[config.mk]
export PLATFORM = sky130hd
export DESIGN_NAME = halt_keyscan
export DESIGN_NICKNAME = d
export VERILOG_FILES = /design/src/rtl/keyscan_pkg.sv /design/src/rtl/keyscan_sync.sv /design/src/rtl/keyscan_seq.sv /design/src/rtl/keyscan_wake.sv /design/src/rtl/halt_keyscan.sv
export SDC_FILE = /design/constraint.sdc
export NUM_CORES = 1
export LEC_CHECK = 0
export CAP_MARGIN = 15
export CORE_MARGIN = 10
export CORE_UTILIZATION = 55
export CTS_BUF_LIST = sky130_fd_sc_hd__clkbuf_16
export DETAILED_ROUTE_END_ITERATION = 10
export GPL_TIMING_DRIVEN = 0
export PLACE_DENSITY = 0.8
export SYNTH_ARGS = -nofsm -noshare
export SYNTH_HDL_FRONTEND = slang
export SYNTH_SLANG_ARGS = --single-unit
[constraint.sdc]
create_clock -name clk -period 5.2 [get_ports clk]
set_input_delay 1.3 -clock clk [delete_from_list [all_inputs] [get_ports clk]]
set_output_delay 1.3 -clock clk [all_outputs]
set_load 0.005 [all_outputs]
[src/rtl/keyscan_pkg.sv]
package keyscan_pkg;
  localparam int NPINS = 10;
  localparam int IW    = 4;

  typedef enum logic [1:0] {KS_IDLE, KS_DRIVE, KS_GAP} ks_state_e;

  typedef struct packed {
    logic          hit;
    logic [IW-1:0] pos;
  } ks_hit_t;

  // lowest set bit of m at or above index start
  function automatic ks_hit_t first_set(input logic [NPINS-1:0] m, input int start);
    ks_hit_t r;
    r = '0;
    for (int i = NPINS - 1; i >= 0; i--) begin
      if (i >= start && m[i]) begin
        r.hit = 1'b1;
        r.pos = IW'(i);
      end
    end
    return r;
  endfunction
endpackage

[src/rtl/keyscan_sync.sv]
module keyscan_sync #(
  parameter int W = 11
) (
  input  logic         clk,
  input  logic         rst_n,
  input  logic [W-1:0] d,
  output logic [W-1:0] edge_o
);
  logic [W-1:0] s1, s2, s3;

  always_ff @(posedge clk or negedge rst_n) begin
    if (!rst_n) begin
      s1 <= '1;
      s2 <= '1;
      s3 <= '1;
    end else begin
      s1 <= d;
      s2 <= s1;
      s3 <= s2;
    end
  end

  assign edge_o = s2 ^ s3;
endmodule

[src/rtl/keyscan_seq.sv]
module keyscan_seq
  import keyscan_pkg::*;
#(
  parameter int SLOT_CYC = 16,
  parameter int GAP_CYC  = 364
) (
  input  logic             clk,
  input  logic             rst_n,
  input  logic             run,
  input  logic [NPINS-1:0] wake_en,
  output logic [NPINS-1:0] drive_oe
);
  localparam int MAXC = (SLOT_CYC > GAP_CYC) ? SLOT_CYC : GAP_CYC;
  localparam int CW   = $clog2(MAXC + 1);

  ks_state_e     state;
  logic [IW-1:0] idx;
  logic [CW-1:0] cnt;
  ks_hit_t       nxt;

  always_comb begin
    nxt = first_set(wake_en, (state == KS_DRIVE) ? int'(idx) + 1 : 0);
  end

  always_ff @(posedge clk or negedge rst_n) begin
    if (!rst_n) begin
      state <= KS_IDLE;
      idx   <= '0;
      cnt   <= '0;
    end else if (!run) begin
      state <= KS_IDLE;
      idx   <= '0;
      cnt   <= '0;
    end else begin
      case (state)
        KS_IDLE: begin
          if (nxt.hit) begin
            state <= KS_DRIVE;
            idx   <= nxt.pos;
            cnt   <= '0;
          end
        end
        KS_DRIVE: begin
          if (cnt == CW'(SLOT_CYC - 1)) begin
            cnt <= '0;
            if (nxt.hit) begin
              idx <= nxt.pos;
            end else begin
              state <= KS_GAP;
            end
          end else begin
            cnt <= cnt + 1'b1;
          end
        end
        KS_GAP: begin
          if (cnt == CW'(GAP_CYC - 1)) begin
            cnt <= '0;
            if (nxt.hit) begin
              state <= KS_DRIVE;
              idx   <= nxt.pos;
            end else begin
              state <= KS_IDLE;
            end
          end else begin
            cnt <= cnt + 1'b1;
          end
        end
        default: state <= KS_IDLE;
      endcase
    end
  end

  for (genvar g = 0; g < NPINS; g++) begin : g_oe
    assign drive_oe[g] = (state == KS_DRIVE) && (idx == IW'(g));
  end

  AST_ONE_DRIVER: assert property (@(posedge clk) disable iff (!rst_n)
    $onehot0(drive_oe));
  AST_DRIVE_ENABLED: assert property (@(posedge clk) disable iff (!rst_n)
    (drive_oe != '0 && drive_oe != $past(drive_oe)) |-> ((drive_oe & $past(wake_en)) != '0));
  AST_DRIVE_ONLY_RUN: assert property (@(posedge clk) disable iff (!rst_n)
    (drive_oe != '0) |-> $past(run));
endmodule

[src/rtl/keyscan_wake.sv]
module keyscan_wake
  import keyscan_pkg::*;
(
  input  logic             clk,
  input  logic             rst_n,
  input  logic             active,
  input  logic [NPINS-1:0] pin_edge,
  input  logic             solo_edge,
  input  logic [NPINS-1:0] wake_en,
  input  logic             solo_wake_en,
  input  logic [NPINS-1:0] drive_oe,
  output logic             wake_req,
  output logic             woken,
  output logic             wake_pulse
);
  logic [NPINS-1:0] d1, d2, d3, mask, hits;
  logic             any_hit;

  always_ff @(posedge clk or negedge rst_n) begin
    if (!rst_n) begin
      d1 <= '0;
      d2 <= '0;
      d3 <= '0;
    end else begin
      d1 <= drive_oe;
      d2 <= d1;
      d3 <= d2;
    end
  end

  // a line is blind while driven and for three cycles after release
  assign mask     = drive_oe | d1 | d2 | d3;
  assign hits     = pin_edge & wake_en & ~mask;
  assign any_hit  = (|hits) | (solo_edge & solo_wake_en);
  assign wake_req = active & ~woken & any_hit;

  always_ff @(posedge clk or negedge rst_n) begin
    if (!rst_n) begin
      woken      <= 1'b0;
      wake_pulse <= 1'b0;
    end else if (!active) begin
      woken      <= 1'b0;
      wake_pulse <= 1'b0;
    end else begin
      wake_pulse <= wake_req;
      if (wake_req) woken <= 1'b1;
    end
  end

  AST_PULSE_SINGLE: assert property (@(posedge clk) disable iff (!rst_n)
    wake_pulse |=> !wake_pulse);
  AST_PULSE_GATED: assert property (@(posedge clk) disable iff (!rst_n)
    wake_pulse |-> $past(active));
endmodule

[src/rtl/halt_keyscan.sv]
module halt_keyscan
  import keyscan_pkg::*;
#(
  parameter int SLOT_CYC = 16,
  parameter int GAP_CYC  = 364
) (
  input  logic             clk,
  input  logic             rst_n,
  input  logic             scan_opt_en,
  input  logic             halt_i,
  input  logic [NPINS-1:0] wake_en,
  input  logic             solo_wake_en,
  input  logic [NPINS-1:0] pad_in,
  input  logic             solo_in,
  output logic [NPINS-1:0] drive_oe,
  output logic [NPINS-1:0] pull_en,
  output logic             wake_pulse
);
  logic             active, run, wake_req, woken;
  logic [NPINS:0]   edges;

  assign active = scan_opt_en & halt_i;
  assign run    = active & ~woken & ~wake_req;

  keyscan_sync #(.W(NPINS + 1)) sync_i (
    .clk    (clk),
    .rst_n  (rst_n),
    .d      ({solo_in, pad_in}),
    .edge_o (edges)
  );

  keyscan_seq #(.SLOT_CYC(SLOT_CYC), .GAP_CYC(GAP_CYC)) seq_i (
    .clk      (clk),
    .rst_n    (rst_n),
    .run      (run),
    .wake_en  (wake_en),
    .drive_oe (drive_oe)
  );

  keyscan_wake wake_i (
    .clk          (clk),
    .rst_n        (rst_n),
    .active       (active),
    .pin_edge     (edges[NPINS-1:0]),
    .solo_edge    (edges[NPINS]),
    .wake_en      (wake_en),
    .solo_wake_en (solo_wake_en),
    .drive_oe     (drive_oe),
    .wake_req     (wake_req),
    .woken        (woken),
    .wake_pulse   (wake_pulse)
  );

  assign pull_en = ~drive_oe;

  AST_STOP_ON_WAKE: assert property (@(posedge clk) disable iff (!rst_n)
    wake_pulse |-> (drive_oe == '0));
  AST_NO_DRIVE_AFTER_WAKE: assert property (@(posedge clk) disable iff (!rst_n)
    (wake_pulse && active) |=> (drive_oe == '0));
  AST_IDLE_WHEN_OFF: assert property (@(posedge clk) disable iff (!rst_n)
    !$past(active) |-> (drive_oe == '0 && !wake_pulse));
endmodule

==> summary.txt <==
Job
  – Max-cap violations: 0

GRT
  – First-pass GRT wire length: between 10,000 and 15,000 um
  – Global route overflow: 0
  – Vias in the first global route: 2,563
  – Largest net degree at the start of global routing: 44
  – Tot GR Track Use: 0.157
  – Antenna violations before repair: 0

Setup path
  – Max Fanout on Critical Path: 10
  – CP arrival: approximately 4.1 ns
  – CP endpoint kind: register
  – Logic depth of the worst path, buffers included: 11
  – Largest delay contributor family on the critical path: compound AO/OA/AOI/OAI gates
  – Critical path buffers and inverters: 3
  – Data required time of the worst path: 5.45 ns
  – FF-to-FF path depth: 11
  – Crit path kind: register to register
  – Critical path startpoint category: register
  – Slowest CP cell: o2bb2ai_1
  – CP peak stage delay: 0.63 ns
  – CP cell instances: clkbuf_1 -> inv_1 -> ha_1 -> clkbuf_1 -> a21boi_0 -> a221oi_1 -> o21ai_0 -> nand3_1 -> o2bb2ai_1 -> o21ai_0 -> a21oi_1

Timing
  – Clock Skews: ~0.0057 ns
  – Worst rel slew slack: 0.519
  – Setup tns final: 0 ns
  – Count of final setup violators: 0
  – Fmax: 0.261 GHz
  – Slew Limit Fails: 0
  – Worst-Margin Slew: 0.722 ns
  – Hold Slack: about 0.35 ns
  – RSZ-0062 raised after global routing: false
  – Final worst-path cycle share: 0.738
  – Minimum clock period: 3.84 ns
  – Hold Vio Cnt, Final: 0

Synth
  – Post-synth top area cell: dfrtp_1
  – Post-synth EDFFs: 0
  – Syn nets: 359
  – Synth Area in Compound Gates: 0.154
  – Seq/Total Area, Yosys: 0.570
  – Share of the synthesized area in the top cell type: 0.328
  – Synth Area in XOR/XNOR: 0.0293
  – Largest family of logic cells by synthesized area: simple AND/OR/NAND/NOR gates
  – Post-Synth Adder-Cell Area: 0.0349
  – Avg Inst Size Synth: ~11 sq um
  – Mux share of post-synthesis cell area: 0.00279
  – Simple-Gate Fraction of Synth Area: 0.175
  – Main synth FF type: dfrtp_1
  – Top-count cell post-synth: dfrtp_1
  – Mapped Area: roughly 3600 sq um
  – Async SR Flop Fraction: 1.00
  – Synthesis Warnings: 0
  – Synth Register Bits: 80
  – Post-Synthesis Cells: approximately 320
  – Library cells used by synthesis: 62
  – Synth area leaders: dfrtp_1, dfstp_2, ha_1
  – Commonest cells post-synth: dfrtp_1, dfstp_2, nand2_1

Die
  – Core Rows: 29
  – Core area: around 6300 sq um
  – Die Wd: 101 um
  – # IOs: between 40 and 50
  – Die Ht: roughly 100 um
  – Initial Util: 0.565
  – Die area: around 10,000 sq um

Cells and area
  – Share of cells above drive strength 1: 0.150
  – Fillers: ~450
  – ANT cells: 0
  – Register area: just over 2000 sq um
  – Area used by multi-input combinational logic: ~1400 sq um
  – Final layout net count: between 400 and 500
  – Layout area overhead: 24.7%

CTS
  – H-tree level count: 3
  – Max Root-Sink Buffers: 2
  – # hold bufs at CTS: 0
  – Cts repair resizes: 0
  – Post-CTS Setup Bufs: 0
  – CTS Buf Count: 9
  – Clock-pin slew on the worst setup and hold paths: 0.06 ns
  – Clk sinks: 80
  – Clock Latency Late Sink: 0.33 ns
  – CTS tree: built
  – Root Driver: clkbuf_16

Placed design
  – Final GP Congestion: ~0.90
  – DPL Wire Length: 5710 um
  – Port bufs: 46

Power
  – Maximum vdd drop: 0.251 mV
  – Pwr/cell area: about 310 nW/um^2
  – Leakage power: roughly 2 nW

Detailed routing
  – Via Count: 2,680
  – Iter 0 DRT Violations: 171
  – WL/cell: approximately 17 um
  – Antenna viol nets, final: 0
  – Total Wirelength: 7840 um
  – Drt pass-1 iters: 4
  – DR DRC count: 0
  – Vias per cell: 5.79

Min path
  – WHS Path Cells: 0
  – Hold Crit Class: register to register

Run status
  – Status: completed
==> through the flow <==
| stage | setup WS (ns) | total power (W) | std cells | area [sq um] | util |
|---|---|---|---|---|---|
| global route | 1.01 | 0.00143 | 463 | 4470 | 0.704 |
| finish | 1.36 | 0.00138 | 463 | 4470 | 0.704 |
| floorplan | 2.17 | 0.000693 | 323 | 3580 | - |
| CTS | 1.45 | 0.00139 | 463 | 4470 | 0.704 |
| global placement | 0.219 | 0.000735 | 446 | 4140 | 0.652 |
| detailed placement | 1.16 | 0.000739 | 447 | 4160 | 0.655 |
==> kinds of logic after synthesis <==
family	count (synthesis)
AND/OR/NAND/NOR	113
flip-flops	80
AO/OA/AOI/OAI	75
buffers and inverters	32
XOR/XNOR	12
adder cells (fa/ha/maj)	10
multiplexers	1
==> registers in the layout, summed over array words and instances (netlist names) <==
| register | count |
|---|---|
| sync_i.s1 | 11 |
| sync_i.s2 | 11 |
| sync_i.s3 | 11 |
| wake_i.d1 | 10 |
| wake_i.d2 | 10 |
| wake_i.d3 | 10 |
| seq_i.cnt | 9 |
| seq_i.idx | 4 |
| seq_i.state | 2 |
| wake_i.wake_pulse | 1 |
| wake_i.woken | 1 |
==> layout by cell type (no fill, tap or decap), types with 8 or more instances in the layout <==
master	synthesis	final
a21oi_1	15	15
o21ai_0	14	14
nand2b_1	10	10
inv_1	23	24
dfstp_2	33	33
clkbuf_16	0	9
xor2_1	8	8
dfrtp_1	47	47
nand2_1	30	30
nor2_1	19	19
ha_1	10	10
clkdlybuf4s50_1	0	45
==> per-layer routing <==
metal,vias up,part of all wire,global-route usage
met5,-,0,0
met4,0,0.019,0.0620
met3,12,0.070,0.0466
met2,90,0.46,0.231
met1,1307,0.45,0.210
li1,1271,-,-
==> worst paths after layout <==
check / start / endpoint / slack [ns]
min in group asynchronous: rst_n / wake_i.d1[3] / 0.94
max reg2reg: seq_i.idx[0] / seq_i.cnt[4] / 1.36
max: seq_i.idx[0] / seq_i.cnt[4] / 1.36
min reg2reg: sync_i.s1[8] / sync_i.s2[8] / 0.35
max in group asynchronous: rst_n / sync_i.s3[9] / 3.62
min: sync_i.s1[8] / sync_i.s2[8] / 0.35
==> layout make-up <==
type,count,share of cell area
clock inverter,7,0.0196
tap,77,0.0215
inverter,23,0.0193
buffer,9,0.00839
multi-input combinational,211,0.317
sequential,80,0.457
clock buffer,9,0.0504
timing repair buffer,47,0.107
==> power by group <==
group          leakage [nW]  internal [W]  switching [W]
clock                 0.152      0.000416       0.000233
combinational         0.839     0.0000368      0.0000377
sequential             1.00      0.000647     0.00000702
total                  1.99       0.00110       0.000278
(Power assumes the default switching activity.)
